## src/rtl/eq_adapt_pkg.sv

```systemverilog
// Shared definitions for the equalizer adaptation engine.
// Assumes: decisions are coded 1 = +1, 0 = -1 throughout.
package eq_adapt_pkg;
    localparam int NTAPS_DEF   = 5;
    localparam int TAP_W_DEF   = 6;
    localparam int BOOST_W_DEF = 4;

    // Outcome of classifying one cycle for the boost loop.
    typedef enum logic [1:0] {
        VOTE_NONE  = 2'd0,
        VOTE_RAISE = 2'd1,
        VOTE_LOWER = 2'd2
    } vote_e;
endpackage

```

## src/rtl/eq_dec_history.sv

```systemverilog
// Decision history: shift register of past data decisions plus a fill count.
// Assumes: one decision per clock; hist_o[0] is the previous cycle's bit.
module eq_dec_history #(
    parameter int DEPTH = 5
) (
    input  logic             clk,
    input  logic             rst_n,
    input  logic             dec_i,
    output logic [DEPTH-1:0] hist_o,
    output logic             prev_ok_o,
    output logic             full_o
);
    localparam int FILL_W = $clog2(DEPTH + 1);
    localparam logic [FILL_W-1:0] FILL_MAX = FILL_W'(DEPTH);

    logic [FILL_W-1:0] fill;

    // Shift in the newest decision and count how many are valid.
    always_ff @(posedge clk) begin
        if (!rst_n) begin
            hist_o <= '0;
            fill   <= '0;
        end else begin
            hist_o <= {hist_o[DEPTH-2:0], dec_i};
            if (fill != FILL_MAX) fill <= fill + FILL_W'(1);
        end
    end

    assign prev_ok_o = (fill != '0);
    assign full_o    = (fill == FILL_MAX);
endmodule

```

## src/rtl/eq_boost_ctl.sv

```systemverilog
// Boost loop: classifies transitions by the edge sample, integrates the votes
// over a window and steps a saturating boost code by one at window end.
// Assumes: load has priority over freeze; freeze holds sum and counters.
module eq_boost_ctl
    import eq_adapt_pkg::*;
#(
    parameter int BOOST_W   = 4,
    parameter int WIN_SEL_W = 4,
    parameter int DB_W      = 8
) (
    input  logic                 clk,
    input  logic                 rst_n,
    input  logic                 prev_ok_i,
    input  logic                 prev_d_i,
    input  logic                 cur_d_i,
    input  logic                 edge_i,
    input  logic                 freeze_i,
    input  logic                 load_i,
    input  logic [BOOST_W-1:0]   load_boost_i,
    input  logic [WIN_SEL_W-1:0] win_sel_i,
    input  logic [DB_W-1:0]      deadband_i,
    output logic [BOOST_W-1:0]   boost_o
);
    localparam int CNT_W = (1 << WIN_SEL_W) + 1;
    localparam int ACC_W = (1 << WIN_SEL_W) + 2;
    localparam logic [BOOST_W-1:0] B_MAX = {BOOST_W{1'b1}};
    localparam logic [BOOST_W-1:0] B_MID = {1'b1, {(BOOST_W-1){1'b0}}};

    vote_e                    vote;
    logic [CNT_W-1:0]         cnt;
    logic [CNT_W-1:0]         win_last;
    logic signed [ACC_W-1:0]  acc;
    logic signed [ACC_W-1:0]  acc_nx;
    logic signed [ACC_W-1:0]  step;
    logic signed [ACC_W-1:0]  db_pos;
    logic signed [ACC_W-1:0]  db_neg;
    logic                     active;

    // Classify the current cycle from previous bit, edge sample and current bit.
    always_comb begin
        if (!prev_ok_i || (prev_d_i == cur_d_i)) vote = VOTE_NONE;
        else if (edge_i == prev_d_i)             vote = VOTE_RAISE;
        else                                     vote = VOTE_LOWER;
    end

    // Running sum including this cycle's vote and the deadband bounds.
    always_comb begin
        step     = (vote == VOTE_RAISE) ? {ACC_W{1'b1}} : ACC_W'(1);
        acc_nx   = acc + step;
        db_pos   = $signed({{(ACC_W-DB_W){1'b0}}, deadband_i});
        db_neg   = -db_pos;
        win_last = (CNT_W'(1) << win_sel_i) - CNT_W'(1);
        active   = (vote != VOTE_NONE) && !freeze_i;
    end

    // Integrate votes and apply at most one code step per completed window.
    always_ff @(posedge clk) begin
        if (!rst_n) begin
            boost_o <= B_MID;
            acc     <= '0;
            cnt     <= '0;
        end else if (load_i) begin
            boost_o <= load_boost_i;
            acc     <= '0;
            cnt     <= '0;
        end else if (active) begin
            if (cnt == win_last) begin
                acc <= '0;
                cnt <= '0;
                if ((acc_nx < db_neg) && (boost_o != B_MAX))
                    boost_o <= boost_o + BOOST_W'(1);
                else if ((acc_nx > db_pos) && (boost_o != '0))
                    boost_o <= boost_o - BOOST_W'(1);
            end else begin
                acc <= acc_nx;
                cnt <= cnt + CNT_W'(1);
            end
        end
    end
endmodule

```

## src/rtl/eq_tap_lms.sv

```systemverilog
// Feedback tap loop: sign-sign LMS on saturating signed weights, applied
// once every 2^upd_sel_i cycles after the decision history is full.
// Assumes: hist_i[k] holds the decision k+1 cycles back.
module eq_tap_lms #(
    parameter int NTAPS     = 5,
    parameter int TAP_W     = 6,
    parameter int MU_W      = 3,
    parameter int UPD_SEL_W = 4
) (
    input  logic                   clk,
    input  logic                   rst_n,
    input  logic [NTAPS-1:0]       hist_i,
    input  logic                   full_i,
    input  logic                   err_i,
    input  logic                   freeze_i,
    input  logic                   load_i,
    input  logic [NTAPS*TAP_W-1:0] load_taps_i,
    input  logic [MU_W-1:0]        mu_i,
    input  logic [UPD_SEL_W-1:0]   upd_sel_i,
    output logic [NTAPS*TAP_W-1:0] taps_o
);
    localparam int UC_W  = (1 << UPD_SEL_W) + 1;
    localparam int SUM_W = ((TAP_W > MU_W) ? TAP_W : MU_W) + 2;
    localparam logic signed [SUM_W-1:0] W_MAX = SUM_W'((1 << (TAP_W - 1)) - 1);
    localparam logic signed [SUM_W-1:0] W_MIN = -SUM_W'(1 << (TAP_W - 1));

    logic [UC_W-1:0] uc;
    logic [UC_W-1:0] uc_last;
    logic            tick;
    logic            upd_en;

    // Rate divider: a tick at the last count of each interval.
    always_comb begin
        uc_last = (UC_W'(1) << upd_sel_i) - UC_W'(1);
        tick    = !freeze_i && !load_i && (uc == uc_last);
        upd_en  = tick && full_i;
    end

    // Interval counter; cleared by load and held by freeze.
    always_ff @(posedge clk) begin
        if (!rst_n || load_i)  uc <= '0;
        else if (freeze_i)     uc <= uc;
        else if (uc == uc_last) uc <= '0;
        else                   uc <= uc + UC_W'(1);
    end

    for (genvar k = 0; k < NTAPS; k++) begin : g_tap
        logic signed [TAP_W-1:0] w;
        logic signed [SUM_W-1:0] w_ext;
        logic signed [SUM_W-1:0] stp;
        logic signed [SUM_W-1:0] sum;
        logic signed [SUM_W-1:0] sat;

        // Candidate weight: step toward agreement of error and past decision.
        always_comb begin
            w_ext = {{(SUM_W-TAP_W){w[TAP_W-1]}}, w};
            stp   = $signed({{(SUM_W-MU_W){1'b0}}, mu_i});
            sum   = (err_i == hist_i[k]) ? (w_ext + stp) : (w_ext - stp);
            if (sum > W_MAX)      sat = W_MAX;
            else if (sum < W_MIN) sat = W_MIN;
            else                  sat = sum;
        end

        // Weight register with load priority and gated update.
        always_ff @(posedge clk) begin
            if (!rst_n)      w <= '0;
            else if (load_i) w <= load_taps_i[k*TAP_W +: TAP_W];
            else if (upd_en) w <= sat[TAP_W-1:0];
        end

        assign taps_o[k*TAP_W +: TAP_W] = w;
    end
endmodule

```

## src/rtl/eq_adapt_engine.sv

```systemverilog
// Top of the equalizer adaptation engine: decision history, boost loop,
// feedback tap loop and the tap-1 magnitude for the speculative slicers.
// Assumes: one decision, edge sample and error sign per recovered clock.
module eq_adapt_engine #(
    parameter int NTAPS     = eq_adapt_pkg::NTAPS_DEF,
    parameter int TAP_W     = eq_adapt_pkg::TAP_W_DEF,
    parameter int BOOST_W   = eq_adapt_pkg::BOOST_W_DEF,
    parameter int WIN_SEL_W = 4,
    parameter int DB_W      = 8,
    parameter int MU_W      = 3,
    parameter int UPD_SEL_W = 4
) (
    input  logic                   clk,
    input  logic                   rst_n,
    input  logic                   dec_i,
    input  logic                   edge_i,
    input  logic                   err_i,
    input  logic                   freeze_i,
    input  logic                   load_i,
    input  logic [BOOST_W-1:0]     load_boost_i,
    input  logic [NTAPS*TAP_W-1:0] load_taps_i,
    input  logic [WIN_SEL_W-1:0]   win_sel_i,
    input  logic [DB_W-1:0]        deadband_i,
    input  logic [MU_W-1:0]        mu_i,
    input  logic [UPD_SEL_W-1:0]   upd_sel_i,
    output logic [BOOST_W-1:0]     boost_o,
    output logic [NTAPS*TAP_W-1:0] taps_o,
    output logic [TAP_W-1:0]       tap1_mag_o
);
    logic [NTAPS-1:0] hist;
    logic             prev_ok;
    logic             full;
    logic [TAP_W-1:0] w1;

    eq_dec_history #(.DEPTH(NTAPS)) u_hist (
        .clk       (clk),
        .rst_n     (rst_n),
        .dec_i     (dec_i),
        .hist_o    (hist),
        .prev_ok_o (prev_ok),
        .full_o    (full)
    );

    eq_boost_ctl #(
        .BOOST_W   (BOOST_W),
        .WIN_SEL_W (WIN_SEL_W),
        .DB_W      (DB_W)
    ) u_boost (
        .clk          (clk),
        .rst_n        (rst_n),
        .prev_ok_i    (prev_ok),
        .prev_d_i     (hist[0]),
        .cur_d_i      (dec_i),
        .edge_i       (edge_i),
        .freeze_i     (freeze_i),
        .load_i       (load_i),
        .load_boost_i (load_boost_i),
        .win_sel_i    (win_sel_i),
        .deadband_i   (deadband_i),
        .boost_o      (boost_o)
    );

    eq_tap_lms #(
        .NTAPS     (NTAPS),
        .TAP_W     (TAP_W),
        .MU_W      (MU_W),
        .UPD_SEL_W (UPD_SEL_W)
    ) u_taps (
        .clk         (clk),
        .rst_n       (rst_n),
        .hist_i      (hist),
        .full_i      (full),
        .err_i       (err_i),
        .freeze_i    (freeze_i),
        .load_i      (load_i),
        .load_taps_i (load_taps_i),
        .mu_i        (mu_i),
        .upd_sel_i   (upd_sel_i),
        .taps_o      (taps_o)
    );

    // Absolute value of tap 1; the most negative weight maps to 2^(TAP_W-1).
    always_comb begin
        w1         = taps_o[TAP_W-1:0];
        tap1_mag_o = w1[TAP_W-1] ? (~w1 + TAP_W'(1)) : w1;
    end
endmodule

```

## config.mk

```make
export PLATFORM = sky130hd
export DESIGN_NAME = eq_adapt_engine
export DESIGN_NICKNAME = d
export VERILOG_FILES = /design/src/rtl/eq_adapt_pkg.sv /design/src/rtl/eq_dec_history.sv /design/src/rtl/eq_boost_ctl.sv /design/src/rtl/eq_tap_lms.sv /design/src/rtl/eq_adapt_engine.sv
export SDC_FILE = /design/constraint.sdc
export NUM_CORES = 1
export LEC_CHECK = 0
export ABC_AREA = 1
export BUFFER_PORTS_ARGS = -buffer_cell sky130_fd_sc_hd__buf_2
export CAP_MARGIN = 20
export CORE_ASPECT_RATIO = 2
export CORE_MARGIN = 3
export CORE_UTILIZATION = 45
export DETAILED_ROUTE_END_ITERATION = 8
export PLACE_DENSITY = 0.66
export SETUP_SLACK_MARGIN = 0.3
export SYNTH_ARGS = -nofsm -noshare
export SYNTH_HDL_FRONTEND = slang
export SYNTH_SLANG_ARGS = --single-unit
```

## constraint.sdc

```tcl
create_clock -name clk -period 4.71 [get_ports clk]
set_input_delay 0.942 -clock clk [delete_from_list [all_inputs] [get_ports clk]]
set_output_delay 0.942 -clock clk [all_outputs]
set_load 0.05 [all_outputs]
```

# Word level (Yosys, flattened, before mapping)

Cells that the tools add are included.

Bits of input ports: 60
Register bits after elaboration: 94

Add/sub/neg operators: 20
Reductions and logical operators: 21
$lt $le $gt $ge: 12
Shift-type cells: 2
Multiplexer cells: 37
Bitwise gates (word level): 2
Equal/unequal tests: 13

Operator list:

| operator                                                                     | count |
|---|---|
| 6-bit 2-to-1 mux                                                             | 21 |
| 8-bit by 6-bit > comparator with 1-bit output, second input constant         | 5 |
| 8-bit by 6-bit less-than comparator with 1-bit output, second input constant | 5 |
| 8-bit 2-to-1 mux                                                             | 5 |
| 18-bit 2-to-1 mux                                                            | 2 |
| 6-bit by 4-bit adder with 7-bit output                                       | 5 |
| 6-bit by 4-bit subtractor with 7-bit output                                  | 5 |
| 17-bit by 1-bit adder with 17-bit output, second input constant              | 2 |
| 17-bit == test                                                               | 2 |
| 17-bit 2-to-1 mux                                                            | 2 |
| 1-bit by 4-bit left shift with 17-bit output, first input constant           | 2 |
| 17-bit by 2-bit subtractor with 17-bit output, second input constant         | 2 |
| 4-bit 2-to-1 mux                                                             | 5 |
| 18-bit adder                                                                 | 1 |
| 18-bit by 9-bit > comparator with 1-bit output                               | 1 |
| 18-bit less-than comparator                                                  | 1 |
| 8-bit negator with 18-bit output                                             | 1 |
| 2-bit nonzero test                                                           | 4 |
| 1-bit == test                                                                | 7 |
| 6-bit by 1-bit adder with 6-bit output, second input constant                | 1 |
| 1-bit logical AND                                                            | 6 |
| 6-bit NOT                                                                    | 1 |
| 3-bit nonzero test                                                           | 2 |
| 4-bit by 1-bit adder with 4-bit output, second input constant                | 1 |
| other kinds (13)                                                             | 18 |

# Longest topological paths before layout

Gate-level depths: netlist of the first run.

Word-level depth: 14
Mapped depth: 38
Depth with buffers taken out: 38

# By module

A second synthesis of the first run with hierarchy kept.

Cell total of the unflattened synthesis: 1489
Area, all modules: 9327.7 um2

Modules (own cells, without submodules):

| module          | area an instance (um2) | cells each | seq. area each (um2) | times used |
|---|---|---|---|---|
| eq_tap_lms      | 4677.0                 | 789        | 940.9                | 1 |
| eq_boost_ctl    | 4184.0                 | 632        | 780.7                | 1 |
| eq_dec_history  | 332.8                  | 41         | 160.2                | 1 |
| eq_adapt_engine | 133.9                  | 27         | 0.0                  | 1 |

# Least setup slack after synthesis of the first run

No wires, ideal clock.

Path type: input to register
Start: in dec_i
End: reg u_boost.boost_o[3]
Library setup time: 115 ps
Setup slack: -159 ps
Stages on the path: 34
Arrival time: 4753 ps
Path through: xnor2_1 a21oi_2 nand2_1 inv_1 ha_1 nand2_1 nand2_1 or2_2 xnor2_1 inv_1 ha_1 nand2_1 inv_1 nand2_1 nand2_1 nand2_1 nand3_1 nand2_1 nand2_1 nand2_1 nand3_1 nand2_1 nand2_1 nand2_1 nand3_1 ha_1 a21oi_1 o21bai_1 xor2_1 nand4_1 nand3_1 nand2_1 nand2_1 nand2_1

Word-level cells in the longest chain between the ends: 12
Elaborated cells on any way between the ends: 19

Ends and longest elaborated chain:

| element                                  | RTL line              | RTL |
|---|---|---|
| from (decl)                              | eq_adapt_engine.sv:15 | `input logic dec_i,` |
| 1-bit == test *                          | eq_boost_ctl.sv:41    | `if (!prev_ok_i \|\| (prev_d_i == cur_d_i)) vote = VOTE_NONE;` |
| 1-bit logical OR *                       | eq_boost_ctl.sv:41    |  |
| 2-bit 2-to-1 mux *                       | eq_boost_ctl.sv:41    |  |
| 2-bit by 1-bit == test with 1-bit output | eq_boost_ctl.sv:48    | `step = (vote == VOTE_RAISE) ? {ACC_W{1'b1}} : ACC_W'(1);` |
| 18-bit 2-to-1 mux                        | eq_boost_ctl.sv:48    |  |
| 18-bit adder                             | eq_boost_ctl.sv:49    | `acc_nx = acc + step;` |
| 18-bit less-than comparator              | eq_boost_ctl.sv:70    | `if ((acc_nx < db_neg) && (boost_o != B_MAX))` |
| 1-bit logical AND                        | eq_boost_ctl.sv:70    |  |
| 4-bit 2-to-1 mux                         | eq_boost_ctl.sv:70    |  |
| 4-bit 2-to-1 mux                         | eq_boost_ctl.sv:67    | `if (cnt == win_last) begin` |
| 4-bit 2-to-1 mux                         | eq_boost_ctl.sv:66    | `end else if (active) begin` |
| 4-bit 2-to-1 mux                         | eq_boost_ctl.sv:62    | `end else if (load_i) begin` |
| to (signal assigned)                     | eq_boost_ctl.sv:63    | `boost_o <= load_boost_i;` |
| to (signal assigned)                     | eq_boost_ctl.sv:71    | `boost_o <= boost_o + BOOST_W'(1);` |
| to (signal assigned)                     | eq_boost_ctl.sv:73    | `boost_o <= boost_o - BOOST_W'(1);` |
| to (decl)                                | eq_boost_ctl.sv:22    | `output logic [BOOST_W-1:0] boost_o` |

Mark *: on every way between the ends. The rest lies on a longest branch, timed or not. The select of a mux whose other input is x is not followed.
A chain may end at the register's enable or synchronous reset.

# Worst setup path after layout of the first run

Start: in dec_i
End: reg u_boost.boost_o[1]

Same word-level chain as after synthesis.

==> flow_summary.yaml, run 1 <==
status:
  run_status: "finished, final reports clean"
critical_path:
  max_stage_delay_ps: 520
  r2r_slack_ps: 190
  crit_buf_inv: 6
  required_ps: 5010
  path_max_fanout: 3
  path_depth: 31
  startpoint_type: "input pin"
  endpoint_kind: "register"
  reg2reg_from: "u_hist.fill[0]"
  arrival_ps: 4930
  cpMaxStageDelayCell: "fa_2"
  cpLargestDelayFamily: "simple AND/OR/NAND/NOR gates"
  crit_type: "input pin to register"
  rr_endpoint: "u_boost.boost_o[1]"
  reg2reg_depth: 31
logic_synthesis:
  synth_top_area_share_pct: 20.8
  synth_area_leaders: "dfxtp_1, nand2_1, ha_1, inv_1, nor2_1"
  synth.ff_latch_count: 94
  syn-instance-count: 1477
  yosysSeqAreaShare_pct: 20.8
  synth_ff_type: "dfxtp_1"
  synthAdderAreaFrac_pct: 13.2
  synth_fp_nets: 1628
  synth_top_area_cell: "dfxtp_1"
  synth_compound_gate_area_share_pct: 11.9
  synth_top_family_by_area: "simple AND/OR/NAND/NOR gates"
  synth_xor_area_share_pct: 7.17
  synth-edff-count: 0
  muxShareOfSynthArea_pct: 0.111
  synthSimpleGateAreaFrac_pct: 35.4
  ys_types: 50
  yosysWarnings: 0
  syn_area_um2: 9040
  avgSynthCellArea_um2: 6.12
  synthArstFlopShare_pct: 0
grt:
  grt_max_degree: 30
  gr-total-overflow: 0
  grt_pass1_vias: 9976
  antenna_found_initial: 1
  grt_pass1_wl_um: 46500
  grt_usage_pct: 26.7
detailed_routing:
  drtIter0Drc: 415
  wl_per_cell_um: 15.0
  vias: 10100
  drt_wl_total_um: 29100
  first_pass_iters: 5
  routed_via_density: 5.19
  drc_errors: 0
  ant_nets: 0
finish:
  final_core_util_pct: 58.1
  layout_common_cells: "nand2_1, inv_1, nor2_1, buf_4, buf_2"
  drive_above_1_share_pct: 20.0
  layout_commonest_cell: "nand2_1"
  fin_nets: 1826
  synthToLayoutAreaGrowth_pct: 25.6
timing:
  finalCriticalPeriod_ps: 4630
  max_freq_ghz: 0.216
  max_slew_margin_pct: 53.2
  setup_slack_ps: 76.3
  rsz0062_at_grt: "yes"
  slew_violations: 0
  tightest_slew_ps: 697
  setup_viol: 0
  hold_violations: 0
  timing.setup.tns_ps: 0
  period_share_pct: 98.4
  fin_worst_skew_ps: 7.42
floorplan:
  pin_count: 100
  num_rows: 72
  dieHeight_um: 206
  initial_utilization_pct: 46.2
  coreArea_um2: 19500
  chipWidth_um: 106
  dieArea_um2: 21900
min_path:
  holdPathStages: 2
  min_path_type: "register to register"
  min_to: "u_hist.hist_o[3]"
  min-delay-start: "u_hist.hist_o[2]"
pwr:
  power_density_nw_per_um2: 252
  ir_worst_vdd_v: 0.000195
  cellLeakagePower_nw: 5.94
job:
  maxCapViolCount: 0
place:
  hpwl_um: 23500
  place_congestion: 0.994
  portBuffers: 99
  place_ws_ps: -355
cts:
  cts_inserted_buffers: 9
  hold_buffers: 0
  clock_path_buffers: 2
  clk-insertion-delay-late_ps: 360
  cts-root-buf: "clkbuf_16"
  clk_pin_slew_ps: 70
  cts_tree: "done"
  ctsHtreeMaxLevel: 3
  cts.sinks: 94
==> synthesized netlist by cell type (all sizes together), types with 6 or more instances <==
cell and number:
a21oi 94, and2 7, buf 16, clkbuf 14, dfxtp 94, fa 7
ha 84, inv 225, nand2 390, nand3 103, nand3b 6, nand4 22
nor2 180, nor3 22, nor4 8, o21ai 94, or2 13, xnor2 28
xor2 46
==> through the flow <==
step	std cells	area, um^2	power (mW)	hold WS (ps)
global route	1940	11300	3.03	473
finish	1940	11300	2.85	438
detailed placement	1892	10500	1.98	429
global placement	1892	10500	1.96	420
CTS	1935	11200	2.86	440
floorplan	1477	9150	1.65	415
==> worst reg2reg max path: cells and delay by family (launching register included) <==
kind                     cells  cell delay (ps)
adder cells (fa/ha/maj)      4             1450
flip-flops                   1              400
XOR/XNOR                     1              220
AND/OR/NAND/NOR             18             1420
buffers and inverters        6              730
multiplexers                 1               60
AO/OA/AOI/OAI                1              170
==> sequential cells by signal, summed over array words and instances (netlist names) <==
| name | flops |
|---|---|
| u_hist.fill | 3 |
| u_hist.hist_o | 5 |
| u_taps.uc | 17 |
| u_boost.cnt | 17 |
| u_boost.acc | 18 |
| u_boost.boost_o | 4 |
| u_taps.g_tap.w | 30 |
==> worst max-delay path by stage <==
stage,to,from
final,u_boost.boost_o[1],dec_i
after global placement,u_boost.boost_o[3],dec_i
after CTS,u_boost.boost_o[3],dec_i
after detailed placement,u_boost.boost_o[3],dec_i
after global routing,u_boost.boost_o[3],dec_i
after floorplan,u_boost.boost_o[3],dec_i
==> final cells by class <==
cell class	instances	area, um^2
well taps	259	324
repair buffers	217	1430
clock inverters	4	70.1
inverters	228	860
clock buffers	12	246
multi-input cells	1125	6540
diodes	1	2.50
fillers	2016	8200
flip-flops and latches	94	1880
==> cell families after synthesis <==
group | after synthesis
flip-flops | 94
multiplexers | 1
AND/OR/NAND/NOR | 754
AO/OA/AOI/OAI | 205
buffers and inverters | 258
adder cells (fa/ha/maj) | 91
XOR/XNOR | 74
==> report_power, final <==
part	switching (mW)	leakage (nW)	internal, mW
Sequential	0.0515	0.767	0.834
Combinational	0.714	5.02	0.449
Clock	0.328	0.157	0.479
==> metal layers <==
metal	part of all wire (%)	up-vias	GRT usage (%)	wire, um
li1	-	5105	-	-
met1	34	4594	24.1	9940
met2	55	240	53.3	16000
met3	3.2	127	3.03	926
met4	7.7	0	19.2	2260
met5	0	-	0	0
==> timing repair <==
action,4_1_cts,5_1_grt
buffers inserted,27,4
endpoints found under the setup margin,3,4
pin swaps,42,20
gates resized for setup,60,24
No activity file was read; power rests on OpenSTA's default activity.
==> run 2: changes to the inputs <==
Settings changed: PLACE_DENSITY 0.66 to unset, PLACE_DENSITY_LB_ADDON set to 0.1, SLEW_MARGIN set to 20.
==> flow_summary.yaml, run 2 (synthesis gave the netlist of run 1 again) <==
status:
  run_status: "finished, final reports clean"
grt:
  grt_pass1_wl_um: 46200
  antenna_found_initial: 0
  gr-total-overflow: 0
  grt_pass1_vias: 9995
  grt_usage_pct: 26.7
  grt_max_degree: 29
finish:
  layout_common_cells: "nand2_1, inv_1, nor2_1, buf_2"
  drive_above_1_share_pct: 20.5
  instances_no_fill: 1931
  fin_nets: 1818
  top_regs: "u_taps.g_tap.w x30, u_boost.acc x18"
  top_register: "u_taps.g_tap.w"
  final_core_util_pct: 58.4
  layout_commonest_cell: "nand2_1"
  largest_reg_flops: 30
  insertedDiodeCount: 0
  synthToLayoutAreaGrowth_pct: 26.2
timing:
  max_slew_margin_pct: 50.2
  slew_violations: 0
  fin_worst_skew_ps: 13.1
  tightest_slew_ps: 741
  max_freq_ghz: 0.215
  setup_viol: 0
  period_share_pct: 98.8
  timing.setup.tns_ps: 0
  finalCriticalPeriod_ps: 4660
  holdWs_ps: 436
  hold_violations: 0
  rsz0062_at_grt: "yes"
min_path:
  min-delay-start: "u_hist.hist_o[2]"
  min_path_type: "register to register"
  min_to: "u_hist.hist_o[3]"
  holdPathStages: 2
cts:
  hold_buffers: 0
  cts_tree: "done"
  ctsHtreeMaxLevel: 3
  cts_inserted_buffers: 9
  cts-root-buf: "clkbuf_16"
  cts.sinks: 94
  clk-insertion-delay-late_ps: 370
  clk_pin_slew_ps: 80
  clock_path_buffers: 2
pwr:
  cellLeakagePower_nw: 5.89
  ir_worst_vdd_v: 0.000151
  power_density_nw_per_um2: 252
detailed_routing:
  wl_per_cell_um: 15.4
  ant_nets: 0
  first_pass_iters: 5
  routed_via_density: 5.20
  vias: 10000
  drc_errors: 0
  drt_wl_total_um: 29800
  drtIter0Drc: 437
critical_path:
  cp-startpoint: "dec_i"
  reg2reg_depth: 34
  cpMaxStageDelayCell: "ha_4"
  crit_type: "input pin to register"
  r2r_slack_ps: 170
  rr_endpoint: "u_boost.boost_o[3]"
  startpoint_type: "input pin"
  max_stage_delay_ps: 310
  required_ps: 4970
  endpoint_kind: "register"
  reg2reg_from: "u_hist.hist_o[0]"
  arrival_ps: 4920
  cp_common_cell: "nand2_1"
  path_max_fanout: 5
place:
  placedCellCount: 1889
  portBuffers: 99
  place_congestion: 0.962
  hpwl_um: 23500
floorplan:
  coreArea_um2: 19500
  initial_utilization_pct: 46.2
  pin_count: 100
  dieArea_um2: 21900
  num_rows: 72
  chipWidth_um: 106
  dieHeight_um: 206
job:
  maxCapViolCount: 0
-- run 2: cell types whose count changed in the layout (fill, tap and decap cells not counted), moves of 3 or more --
cell	change
ha_1	-3
ha_4	+3
buf_4	-19
nand2_1	-7
nand2_2	+7
buf_6	+10
-- run 2: report_power, final --
| part | internal [mW] | switching, mW | leakage (nW) |
|---|---|---|---|
| combinational | 0.461 | 0.722 | 4.97 |
| clock | 0.469 | 0.343 | 0.153 |
| sequential | 0.833 | 0.0511 | 0.767 |
-- run 2: layer usage --
metal	track usage, %	wire length, um
met4	17.7	2160
met2	54.6	16600
met5	0	0
met1	23.3	10100
met3	3.19	932
-- run 2: stage by stage --
stage	power, mW	instance area (um^2)	setup WS, ps
detailed placement	1.98	10400	-435
CTS	2.86	11200	99.4
finish	2.88	11400	54.3
floorplan	1.65	9150	-133
global route	3.07	11400	-232
global placement	1.96	10400	-391
-- run 2: area by class of cell --
cell class	instances	area [um^2]
Inverter	228	860
Clock buffer	10	229
Multi-Input combinational cell	1125	6590
Clock inverter	6	93.8
Tap cell	259	324
Sequential cell	94	1880
Fill cell	2023	8140
Timing Repair Buffer	209	1430
-- run 2: how the worst max path moves through the flow --
stage	to	slack, ps	cells after the start
2_1_floorplan	u_boost.boost_o[3]	-130	31
5_1_grt	u_boost.boost_o[3]	-230	35
6_report	u_boost.boost_o[3]	50	35
4_1_cts	u_boost.boost_o[3]	100	36
3_5_place_dp	u_boost.boost_o[3]	-430	32
3_3_place_gp	u_boost.boost_o[3]	-390	30
-- run 2: worst max-delay path: cells and delay by family --
kind	cells	cell delay, ps
xor gates and xnor gates	2	310
and+or+nand+nor	21	1760
adders and majority gates	3	870
buffers and inverters	6	730
AOI/OAI and AO/OA	3	280
-- run 2: repair_timing --
item	in CTS	in global routing
gates resized for setup	58	51
cloned	1	0
endpoints found under the setup margin	3	4
buffers inserted	22	3
pin swaps	29	40
